`config.mk`:
```
export PLATFORM = sky130hd
export DESIGN_NAME = phy_status_tx
export DESIGN_NICKNAME = d
export VERILOG_FILES = /design/src/rtl/phy_stat_pkg.sv /design/src/rtl/phy_stat_flags.sv /design/src/rtl/phy_stat_regslot.sv /design/src/rtl/phy_stat_seq.sv /design/src/rtl/phy_status_tx.sv
export SDC_FILE = /design/constraint.sdc
export NUM_CORES = 1
export LEC_CHECK = 0
export ABC_AREA = 1
export ABC_CLOCK_PERIOD_IN_PS = 1200
export BUFFER_PORTS_ARGS = -buffer_cell sky130_fd_sc_hd__buf_2
export CORE_UTILIZATION = 50
export CTS_CLUSTER_DIAMETER = 30
export CTS_CLUSTER_SIZE = 25
export DETAILED_ROUTE_END_ITERATION = 10
export PLACE_DENSITY = 0.74
export SYNTH_ARGS = -nofsm -noshare
export SYNTH_HDL_FRONTEND = slang
export SYNTH_SLANG_ARGS = --single-unit
```
`constraint.sdc`:
```
create_clock -name clk -period 1.2 [get_ports clk]
set_clock_uncertainty 0.05 [all_clocks]
set_input_delay 0.24 -clock clk [delete_from_list [all_inputs] [get_ports clk]]
set_output_delay 0.24 -clock clk [all_outputs]
set_load 0.05 [all_outputs]
```
`src/rtl/phy_stat_pkg.sv`:
```
package phy_stat_pkg;
  localparam int FLAG_W      = 4;
  localparam int ADDR_W      = 4;
  localparam int DATA_W      = 8;
  localparam int LANE_W      = 2;
  localparam int FRAME_W     = FLAG_W + ADDR_W + DATA_W;
  localparam int SHORT_BEATS = FLAG_W / LANE_W;
  localparam int LONG_BEATS  = FRAME_W / LANE_W;
  localparam int IDX_W       = $clog2(LONG_BEATS);

  typedef logic [1:0] ctl_t;
  localparam ctl_t CTL_IDLE = 2'b00;
  localparam ctl_t CTL_STAT = 2'b01;
  localparam ctl_t CTL_RECV = 2'b10;

  typedef enum logic [1:0] {SQ_IDLE, SQ_SEND, SQ_GAP} sq_state_t;

  // flags occupy the low bits; address then data follow, each MSB first
  function automatic logic [FRAME_W-1:0] pack_frame(
    input logic [FLAG_W-1:0] flags,
    input logic [ADDR_W-1:0] addr,
    input logic [DATA_W-1:0] data);
    logic [FRAME_W-1:0] f;
    for (int i = 0; i < FLAG_W; i++) f[i] = flags[i];
    for (int i = 0; i < ADDR_W; i++) f[FLAG_W+i] = addr[ADDR_W-1-i];
    for (int i = 0; i < DATA_W; i++) f[FLAG_W+ADDR_W+i] = data[DATA_W-1-i];
    return f;
  endfunction

  function automatic logic [LANE_W-1:0] beat_slice(
    input logic [FRAME_W-1:0] frame,
    input logic [IDX_W-1:0]   idx);
    logic [LANE_W-1:0] r;
    for (int l = 0; l < LANE_W; l++) r[l] = frame[int'(idx)*LANE_W + l];
    return r;
  endfunction
endpackage

```
`src/rtl/phy_stat_flags.sv`:
```
module phy_stat_flags
  import phy_stat_pkg::*;
(
  input  logic              clk,
  input  logic              rst_n,
  input  logic [FLAG_W-1:0] evt,
  input  logic [FLAG_W-1:0] clr,
  output logic [FLAG_W-1:0] pend
);
  always_ff @(posedge clk or negedge rst_n) begin
    if (!rst_n) pend <= '0;
    else        pend <= (pend & ~clr) | evt;
  end
endmodule

```
`src/rtl/phy_stat_regslot.sv`:
```
module phy_stat_regslot
  import phy_stat_pkg::*;
(
  input  logic              clk,
  input  logic              rst_n,
  input  logic              valid,
  input  logic [ADDR_W-1:0] addr,
  input  logic [DATA_W-1:0] data,
  input  logic              done,
  output logic              pend,
  output logic              ready,
  output logic [ADDR_W-1:0] addr_q,
  output logic [DATA_W-1:0] data_q
);
  assign ready = !pend;

  always_ff @(posedge clk or negedge rst_n) begin
    if (!rst_n) begin
      pend   <= 1'b0;
      addr_q <= '0;
      data_q <= '0;
    end else if (!pend && valid) begin
      pend   <= 1'b1;
      addr_q <= addr;
      data_q <= data;
    end else if (done) begin
      pend   <= 1'b0;
    end
  end
endmodule

```
`src/rtl/phy_stat_seq.sv`:
```
module phy_stat_seq
  import phy_stat_pkg::*;
(
  input  logic              clk,
  input  logic              rst_n,
  input  logic [FLAG_W-1:0] flags_pend,
  input  logic              reg_pend,
  input  logic [ADDR_W-1:0] reg_addr_q,
  input  logic [DATA_W-1:0] reg_data_q,
  input  logic              rx_preempt,
  output ctl_t              ctl_out,
  output logic [LANE_W-1:0] dat_out,
  output logic [FLAG_W-1:0] flag_clr,
  output logic              reg_done,
  output logic              beat_fire,
  output logic              last_beat,
  output logic              xfer_start,
  output logic              frame_long,
  output logic [IDX_W-1:0]  beat_idx
);
  sq_state_t          state;
  logic [IDX_W-1:0]   cnt;
  logic [FRAME_W-1:0] frame_q;
  logic               long_q;
  logic               has_work;

  assign has_work   = (|flags_pend) || reg_pend;
  assign beat_fire  = (state == SQ_SEND) && !rx_preempt;
  assign last_beat  = beat_fire &&
                      (cnt == (long_q ? IDX_W'(LONG_BEATS-1) : IDX_W'(SHORT_BEATS-1)));
  assign xfer_start = !rx_preempt && has_work && (state != SQ_SEND);
  assign reg_done   = last_beat && long_q;
  assign frame_long = long_q;
  assign beat_idx   = cnt;

  always_comb begin
    for (int i = 0; i < FLAG_W; i++)
      flag_clr[i] = beat_fire && (int'(cnt) == i / LANE_W) && frame_q[i];
  end

  always_comb begin
    if (rx_preempt) begin
      ctl_out = CTL_RECV;
      dat_out = '0;
    end else if (state == SQ_SEND) begin
      ctl_out = CTL_STAT;
      dat_out = beat_slice(frame_q, cnt);
    end else begin
      ctl_out = CTL_IDLE;
      dat_out = '0;
    end
  end

  always_ff @(posedge clk or negedge rst_n) begin
    if (!rst_n) begin
      state   <= SQ_IDLE;
      cnt     <= '0;
      frame_q <= '0;
      long_q  <= 1'b0;
    end else begin
      case (state)
        SQ_SEND: begin
          if (rx_preempt || last_beat) state <= SQ_GAP;
          else                         cnt   <= cnt + 1'b1;
        end
        default: begin
          if (xfer_start) begin
            state   <= SQ_SEND;
            cnt     <= '0;
            long_q  <= reg_pend;
            frame_q <= pack_frame(flags_pend,
                                  reg_pend ? reg_addr_q : '0,
                                  reg_pend ? reg_data_q : '0);
          end else if (!rx_preempt) begin
            state <= SQ_IDLE;
          end
        end
      endcase
    end
  end
endmodule

```
`src/rtl/phy_status_tx.sv`:
```
module phy_status_tx
  import phy_stat_pkg::*;
(
  input  logic              clk,
  input  logic              rst_n,
  input  logic [FLAG_W-1:0] flag_evt,
  input  logic              reg_valid,
  input  logic [ADDR_W-1:0] reg_addr,
  input  logic [DATA_W-1:0] reg_data,
  output logic              reg_ready,
  input  logic              rx_preempt,
  output logic [1:0]        ctl_out,
  output logic [LANE_W-1:0] dat_out
);
  logic [FLAG_W-1:0] flags_pend;
  logic [FLAG_W-1:0] flag_clr;
  logic              reg_pend;
  logic              reg_done;
  logic [ADDR_W-1:0] reg_addr_q;
  logic [DATA_W-1:0] reg_data_q;
  logic              beat_fire;
  logic              last_beat;
  logic              xfer_start;
  logic              frame_long;
  logic [IDX_W-1:0]  beat_idx;
  ctl_t              ctl_w;

  assign ctl_out = ctl_w;

  phy_stat_flags u_flags (
    .clk(clk), .rst_n(rst_n), .evt(flag_evt), .clr(flag_clr), .pend(flags_pend));

  phy_stat_regslot u_slot (
    .clk(clk), .rst_n(rst_n), .valid(reg_valid), .addr(reg_addr), .data(reg_data),
    .done(reg_done), .pend(reg_pend), .ready(reg_ready),
    .addr_q(reg_addr_q), .data_q(reg_data_q));

  phy_stat_seq u_seq (
    .clk(clk), .rst_n(rst_n), .flags_pend(flags_pend), .reg_pend(reg_pend),
    .reg_addr_q(reg_addr_q), .reg_data_q(reg_data_q), .rx_preempt(rx_preempt),
    .ctl_out(ctl_w), .dat_out(dat_out), .flag_clr(flag_clr), .reg_done(reg_done),
    .beat_fire(beat_fire), .last_beat(last_beat), .xfer_start(xfer_start),
    .frame_long(frame_long), .beat_idx(beat_idx));
endmodule

```
-- Word level (Yosys, flattened, before mapping)
Cells that the tools add are included.
- add/sub/neg operators: 2
- order comparisons: 2
- eq/ne operators: 7
- multiplexer cells: 21
- bitwise logic cells: 4
- reductions and logical operators: 23
- operators with widths (operator ; count):
    < comparator 32 x 6 -> 1 bit (second input constant) ; 1
    2-to-1 mux 2 bit ; 7
    logical AND 1 bit ; 12
    2-to-1 mux 3 bit ; 4
    2-to-1 mux 8 bit ; 1
    2-to-1 mux 1 bit ; 6
    AND reduction 2 bit ; 3
    adder 4 x 1 -> 5 bit (second input constant) ; 1
    < comparator 4 x 5 -> 1 bit (second input constant) ; 1
    bitwise AND 4 bit ; 1
    binary-select mux 1 bit (select 4 bit) ; 1
    2-to-1 mux 4 bit ; 1
    != test 2 bit (second input constant) ; 2
    NOT 4 bit ; 1
    bitwise OR 4 bit ; 1
    nonzero test 2 bit ; 2
    OR reduction 4 bit ; 1
    adder 3 x 1 -> 3 bit (second input constant) ; 1
    binary-select mux 1 bit (select 3 bit) ; 1
    == test 3 x 2 -> 1 bit (second input constant) ; 1
    == test 3 bit ; 1
    logical NOT 3 bit ; 1
    != test 3 x 1 -> 1 bit (second input constant) ; 1
    == test 2 x 1 -> 1 bit (second input constant) ; 1
    other kinds (4) ; 6
- register bits: 39
- input bits: 20
- output and inout bits: 5
- logic and storage cells: 67

-- Logic depth before layout (Yosys ltp)
Gate-level depths: netlist of the first run.
- word-level depth: 7
- mapped depth: 8
- depth with buffers taken out: 8

-- Modules after synthesis
Synthesis of the first run repeated with hierarchy kept, for this count alone.
- cell total of the unflattened synthesis: 237
- area, all modules: 1993.2 um2
- by module, submodules not included (module ; instances ; cells each ; area each (um2) ; seq. area each (um2)):
    phy_stat_seq ; 1 ; 162 ; 1316.3 ; 550.5
    phy_stat_regslot ; 1 ; 55 ; 516.7 ; 325.3
    phy_stat_flags ; 1 ; 20 ; 160.2 ; 100.1

-- Worst setup path after synthesis of the first run
OpenSTA, ideal clock, no wires.
- path kind: flip-flop to flip-flop
- from: register u_slot.pend
- to: register u_slot.addr_q[1]
- library setup time: 0.127 ns
- arrival: 1.375 ns
- required time: 1.023 ns
- slack: -0.352 ns
- cell stages (with the launch flop): 5
- path buffers: 1
- clock period less this slack: 1.552 ns
- cell sequence: dfrtp_1 > inv_1 > nand2_2 > buf_6 > mux2_1
- longest elaborated chain between the ends: 2
- RTL lines (item ; line ; RTL):
    from (decl) ; phy_stat_regslot.sv:10 ; output logic pend,
    from (signal assigned) ; phy_stat_regslot.sv:19 ; pend <= 1'b0;
    from (signal assigned) ; phy_stat_regslot.sv:23 ; pend <= 1'b1;
    from (signal assigned) ; phy_stat_regslot.sv:27 ; pend <= 1'b0;
    logical NOT 1 bit ; -- ;
    named net reg_ready ; phy_status_tx.sv:10 ; output logic reg_ready,
    logical AND 1 bit ; phy_stat_regslot.sv:22 ; end else if (!pend && valid) begin
    to (signal assigned) ; phy_stat_regslot.sv:24 ; addr_q <= addr;
    to (decl) ; phy_stat_regslot.sv:12 ; output logic [ADDR_W-1:0] addr_q,
The timed path passes the listed nets, and every way through them passes these cells.
A chain may end at the register's enable or synchronous reset.

-- Worst setup path in the final report of the first run
- from: register u_seq.cnt[1], in the netlist u_seq.beat_idx[1]
- to: output port dat_out[0]
- longest elaborated chain between the ends: 4
- RTL lines (item ; line ; RTL):
    from (decl) ; phy_stat_seq.sv:22 ; logic [IDX_W-1:0] cnt;
    from (signal assigned) ; phy_stat_seq.sv:64 ; else cnt <= cnt + 1'b1;
    binary-select mux 1 bit (select 3 bit) ; phy_stat_pkg.sv:34 ; for (int l = 0; l < LANE_W; l++) r[l] = frame[int'(idx)*LANE_W + l];
    2-to-1 mux 1 bit (not written as such) ; phy_stat_pkg.sv:34 ;
    2-to-1 mux 2 bit ; phy_stat_seq.sv:45 ; end else if (state == SQ_SEND) begin
    2-to-1 mux 2 bit ; phy_stat_seq.sv:42 ; if (rx_preempt) begin
    to (decl) ; phy_status_tx.sv:13 ; output logic [LANE_W-1:0] dat_out
Every way passes these cells. The select of a mux whose other input is x is not followed.

==> flow_summary_export.csv, run 1 <==
group,metric,value,unit
drt,drt-initial-drc-count,151,
run_status,violations,"setup timing",
timing,drv_slew,0,
global_route,grt_overflow,0,
timing,setup_viol,43,
worst_setup_path,arrival,1680,ps
place,io_buffers,24,
cells_and_area,fillers,152,
worst_hold_path,worstHoldPathCells,3,
synth,ys_types,22,
synth,netlist.area_leader.share,0.541,
synth,yosys.area_share.adder,0.0208,
floorplan,die_area,3860,um^2
global_route,grt_pass1_vias,1754,
drt,routed_wl,6790,um
timing,finalWorstSetupSlack,-770,ps
power,p_int,0.00463,W
floorplan,ios,25,
synth,seq_area_frac_synth,0.541,
worst_setup_path,worst_setup_path_start_kind,"register",
timing,fmaxAchievable,508,MHz
drt,firstDrtPassIters,4,
power,peakVddDrop,1.50,mV
clock_tree,clock_latency,370,ps
power,power_density,2560,nW/um^2
timing,final_hold_viol_count,0,
synth,synth_xor_area_frac,0.00485,
power,power_frac_seq,0.307,
drt,wire_per_inst,20.7,um
power,power.switching,0.00310,W
worst_hold_path,hold_path_class,"primary input to register",
clock_tree,clock_tree.root_cell,"clkbuf_4",
worst_setup_path,cp_max_fo,8,
worst_setup_path,critPathRequiredTime,910,ps
place,hpwl,2690,um
cells_and_area,drive_gt1_frac,0.550,
cells_and_area,nets,304,
power,p_sw_frac,0.401,
drt,drt.antenna.violating_nets,0,
cells_and_area,n_antenna_cell,0,
timing,slew_headroom,0.843,
synth,yosys.area_share.simple,0.204,
worst_setup_path,crit_buf_inv,2,
synth,ys_seq_elements,39,
clock_tree,cts.sink_count,39,
worst_setup_path,worstPathCellList,"inv_2 > o21ai_0 > o22ai_1 > nand2_1 > nand2_4 > buf_8",
timing,period_share,1.64,
clock_tree,ctsHtreeMaxLevel,2,
place,dp_slack,-314,ps
floorplan,core-area,3390,um^2
clock_tree,clk_path_buf_depth,2,
run,maxCapViolations,0,
synth,synthMuxAreaShare,0.0748,
worst_setup_path,max_stage_delay,460,ps
global_route,track_usage,0.331,
drt,vias,1846,
timing,worstMarginPinSlew,234,ps
power,p_leak,1.50,nW
synth,yosysWarnings,0,
floorplan,die_w,62.1,um
worst_setup_path,rr_worst_depth,8,
drt,drc,0,
place,gp_congestion,0.933,
power,pwr-share-clk,0.147,
timing,period_minus_slack,1970,ps
global_route,grt_max_degree,40,
run_status,outcome,"finished, violations left",
worst_setup_path,endpoint_kind,"primary output",
drt,vias_per_cell,5.63,
floorplan,fp.dieH,62.1,um
worst_setup_path,crit_path_top_delay_cell,"dfrtp_2",
worst_setup_path,critPathKind,"register to primary output",
floorplan,rows,21,
power,combPwrFrac,0.545,
clock_tree,path_clk_slew,140,ps
synth,synth-compound-area-share,0.0845,
timing,tns,-14020,ps
synth,synthTopCellsByArea,"dfrtp_1, nand2_1, mux2_2, o21ai_0, nor2_1",
global_route,antenna_found_initial,0,
cells_and_area,area_growth,67.1,%
worst_setup_path,path_delay_family,"flip-flops",
synth,synth_cells,201,
clock_tree,numCtsBuffers,5,
synth,synth_fp_nets,224,
synth,synth_top_area_cell,"dfrtp_1",
synth,synth.avg_cell_area,8.98,um^2
floorplan,start_util,0.533,
power,p_total,0.00773,W
clock_tree,cts_tree,"built",
synth,synthesis.area,1810,um^2
global_route,grt_pass1_wl,8680,um
timing,rsz0062_at_grt,"true",
worst_setup_path,path_depth,6,
synth,synth_top_family_by_area,"simple AND/OR/NAND/NOR gates",
-- flip-flops by register name, indices dropped and copies added, names as in the netlist --
name,cells
u_flags.pend,4
u_seq.beat_idx,3
u_seq.frame_long,1
u_seq.frame_q,16
u_seq.state,2
u_slot.addr_q,4
u_slot.data_q,8
u_slot.pend,1
-- power by group through the flow --
stage / sequential (W) / combinational (W) / clock, W
after floorplan: 0.00217 / 0.00147 / 0
after detailed placement: 0.00227 / 0.00225 / 0
after global routing: 0.00241 / 0.00441 / 0.00116
after global placement: 0.00224 / 0.00218 / 0
after CTS: 0.00227 / 0.00344 / 0.00112
final: 0.00238 / 0.00421 / 0.00114
-- worst register-to-register path: cells and delay by family (launching register included) --
family                 cells  cell delay (ps)
AND/OR/NAND/NOR            4              590
flip-flops                 1              450
buffers and inverters      3              400
AO/OA/AOI/OAI              1              110
-- metal layers --
metal / GRT usage / up-vias / part of all wire
li1: - / 801 / -
met1: 0.396 / 914 / 0.38
met2: 0.568 / 94 / 0.51
met3: 0.0745 / 37 / 0.057
met4: 0.149 / 0 / 0.052
met5: 0 / - / 0
-- cells in the mapped netlist, drive strengths merged --
library cell and n:
dfrtp 39, clkinv 1, nor2 17, nand3 9, ha 3, inv 15, o21ai 28, nand4 1
xnor2 1, clkbuf 2, nand2 65, mux2 12, buf 6, o22ai 2
-- cell families after synthesis --
group,Yosys count
AO/OA/AOI/OAI,30
XOR/XNOR,1
adder cells (fa/ha/maj),3
buffers and inverters,24
flip-flops,39
multiplexers,12
AND/OR/NAND/NOR,92
-- layout make-up --
type	instances	area, um^2	area share
timing repair inverter	1	8.76	0.00290
tap	46	57.6	0.0191
sequential	39	978	0.324
clock inverter	3	67.6	0.0224
multi-input combinational	138	998	0.331
timing repair buffer	80	798	0.265
clock buffer	5	37.5	0.0124
inverter	16	70.1	0.0232
-- stage by stage --
step / area (um^2) / instances / util / hold WS, ps
after floorplan: 1850 / 201 / - / -106
after global placement: 2210 / 292 / 0.651 / 173
after detailed placement: 2210 / 292 / 0.651 / 170
after CTS: 2840 / 322 / 0.839 / 2.98
after global routing: 3020 / 328 / 0.890 / 38.3
final: 3020 / 328 / 0.890 / 5.47
-- cells in the final DEF, fill, tap and decap left out, types with 8 or more instances in the layout --
cell type  count
nand2_1       41
dfrtp_1       37
buf_4         25
buf_2         20
buf_6         18
nand2_2       14
o21ai_1       12
inv_1         12
o21ai_2       12
mux2_4        12
nor2_1        10
nand2_4        8
-- repair_timing --
action	in CTS	in global routing
cloned	5	0
gates resized for setup	91	35
endpoints found under the setup margin	43	43
pin swaps	7	8
hold buffers	2	1
buffers inserted	16	7
hold endpoints to repair	40	1
-- final timing paths --
| path | end | slack [ps] | from |
|---|---|---|---|
| max in group asynchronous | u_seq.beat_idx[0]$_DFFE_PN0P_ | 580 | rst_n |
| min in group asynchronous | u_seq.beat_idx[2]$_DFFE_PN0P_ | 310 | rst_n |
| worst max register to register | u_seq.frame_q[13]$_DFFE_PN0P_ | -440 | u_slot.pend$_DFFE_PN0P_ |
| worst max-delay path | dat_out[0] | -770 | u_seq.beat_idx[1]$_DFFE_PN0P_ |
| worst min register to register | u_flags.pend[3]$_DFF_PN0_ | 440 | u_flags.pend[3]$_DFF_PN0_ |
| worst min-delay path | u_flags.pend[3]$_DFF_PN0_ | 5 | flag_evt[3] |
(Power assumes the default switching activity.)
==> run 2, diff against run 1 <==
--- a/config.mk
+++ b/config.mk
@@ -13,6 +13,7 @@
 export CTS_CLUSTER_SIZE = 25
 export DETAILED_ROUTE_END_ITERATION = 10
 export PLACE_DENSITY = 0.74
+export SKIP_CTS_REPAIR_TIMING = 1
 export SYNTH_ARGS = -nofsm -noshare
 export SYNTH_HDL_FRONTEND = slang
 export SYNTH_SLANG_ARGS = --single-unit
==> run 2 against run 1 <==
  * The flow finishes with violations (hold timing, setup timing)
  * First-iteration DRC count down 7.9%
  * Via count decreased by 5.7%
  * Total power fell by 7.0%
  * Maximum frequency up 1.4%
  * Largest cell class unchanged
==> flow_summary_export.csv, run 2 (synthesis results as in run 1) <==
group,metric,value,unit
floorplan,start_util,0.533,
run_status,violations,"hold timing, setup timing",
worst_setup_path,worstReg2RegEnd,"u_seq.frame_q[2]$_DFFE_PN0P_",
place,io_buffers,24,
worst_setup_path,critPathKind,"register to primary output",
timing,setup_viol,43,
worst_setup_path,timing.rr.start,"u_slot.pend$_DFFE_PN0P_",
cells_and_area,top_regs,"u_seq.frame_q (16), u_slot.data_q (8)",
run_status,outcome,"finished, violations left",
worst_hold_path,hp-start,"flag_evt[0]",
clock_tree,cts.sink_count,39,
clock_tree,cts_tree,"built",
worst_setup_path,endpoint_kind,"primary output",
place,gp_congestion,0.933,
worst_setup_path,endpoint,"dat_out[0]",
floorplan,fp.dieH,62.1,um
timing,finalWorstSetupSlack,-743,ps
floorplan,die_w,62.1,um
drt,routed_wl,5630,um
place,postPlaceCellArea,2210,um^2
timing,period_minus_slack,1940,ps
cells_and_area,largest-register,"u_seq.frame_q",
timing,final_hold_viol_count,1,
global_route,grt_max_degree,40,
drt,drc,0,
worst_setup_path,crit_start,"u_seq.beat_idx[1]$_DFFE_PN0P_",
floorplan,rows,21,
timing,fmaxAchievable,515,MHz
timing,worstMarginPinSlew,245,ps
cells_and_area,area_growth,58.6,%
worst_hold_path,hold_path_class,"primary input to register",
timing,slew_headroom,0.838,
cells_and_area,nets,293,
clock_tree,path_clk_slew,140,ps
clock_tree,clock_tree.root_cell,"clkbuf_4",
worst_setup_path,arrival,1650,ps
worst_setup_path,rr_worst_depth,8,
cells_and_area,seq_area,980,um^2
floorplan,die_area,3860,um^2
run,maxCapViolations,0,
cells_and_area,final_cell_area,2860,um^2
cells_and_area,n_antenna_cell,0,
global_route,antenna_found_initial,0,
drt,firstDrtPassIters,4,
power,p_total,0.00719,W
place,hpwl,2690,um
clock_tree,clk_path_buf_depth,2,
global_route,grt_pass1_vias,1363,
drt,drt-initial-drc-count,139,
cells_and_area,fillers,156,
timing,period_share,1.62,
power,power_density,2510,nW/um^2
worst_setup_path,cp_max_fo,8,
power,p_leak,1.43,nW
cells_and_area,final_common_cell,"nand2_1",
timing,drv_slew,0,
clock_tree,numCtsBuffers,5,
worst_hold_path,worstHoldPathCells,3,
cells_and_area,multi_input_area,991,um^2
worst_setup_path,critPathRequiredTime,910,ps
power,peakVddDrop,1.44,mV
cells_and_area,largest_reg_flops,16,
timing,hold-worst-slack,-3.78,ps
worst_setup_path,worst_setup_path_start_kind,"register",
global_route,track_usage,0.224,
drt,vias_per_cell,5.49,
floorplan,ios,25,
clock_tree,clock_latency,390,ps
drt,drt.antenna.violating_nets,0,
cells_and_area,layout_common_cells,"nand2_1, dfrtp_1, buf_4, buf_2, o21ai_1",
global_route,grt_overflow,0,
clock_tree,ctsHtreeMaxLevel,2,
cells_and_area,drive_gt1_frac,0.535,
timing,rsz0062_at_grt,"true",
global_route,grt_pass1_wl,5920,um
drt,vias,1741,
worst_setup_path,worst-r2r-setup-slack,-310,ps
floorplan,core-area,3390,um^2
drt,wire_per_inst,17.7,um
run 2: cell types whose count changed in the layout (fill, tap and decap cells not counted), moves of 3 or more:
cell,delta
buf_16,-3
nand3_2,-3
buf_6,-7
o21ai_1,+4
o21ai_2,-3
run 2: per-layer routing:
| metal | vias up | part of all wire | GRT usage |
|---|---|---|---|
| met1 | 845 | 0.37 | 0.282 |
| met3 | 36 | 0.052 | 0.0476 |
| met5 | - | 0 | 0 |
| met4 | 0 | 0.052 | 0.149 |
| li1 | 785 | - | - |
| met2 | 75 | 0.53 | 0.348 |
run 2: how the worst min path moves through the flow:
stage	to	slack, ps
final	u_flags.pend[0]$_DFF_PN0_	-4
after global routing	u_flags.pend[0]$_DFF_PN0_	6
after CTS	u_seq.beat_idx[2]$_DFFE_PN0P_	-240
after detailed placement	u_seq.frame_q[0]$_DFFE_PN0P_	170
after global placement	u_seq.frame_q[0]$_DFFE_PN0P_	170
after floorplan	u_flags.pend[0]$_DFF_PN0_	-110
run 2: final cells by class:
class,count,share of cell area
repair buffers,70,0.231
clock inverters,3,0.0236
clock buffers,5,0.0131
flip-flops and latches,39,0.342
multi-input cells,138,0.346
inverters,16,0.0240
well taps,46,0.0201
run 2: worst max-delay path: stages (launching register included):
cell	delay (ps)
dfrtp_2	460
inv_2	130
o21ai_0	130
o21ai_1	180
nand2_1	130
nand2_4	80
buf_8	140
run 2: stage by stage:
step | setup TNS (ps) | worst slack, ps | instances | util
floorplan | -3940 | -339 | 201 | -
global placement | -6150 | -295 | 292 | 0.651
detailed placement | -6640 | -314 | 292 | 0.651
CTS | -9230 | -767 | 300 | 0.682
global route | -13720 | -777 | 317 | 0.845
finish | -11030 | -743 | 317 | 0.845
run 2: power breakdown:
group          total [W]  switching, W  internal, W
clock network    0.00114      0.000489     0.000647
logic            0.00369       0.00183      0.00185
registers        0.00236      0.000480      0.00188
total            0.00719       0.00280      0.00438
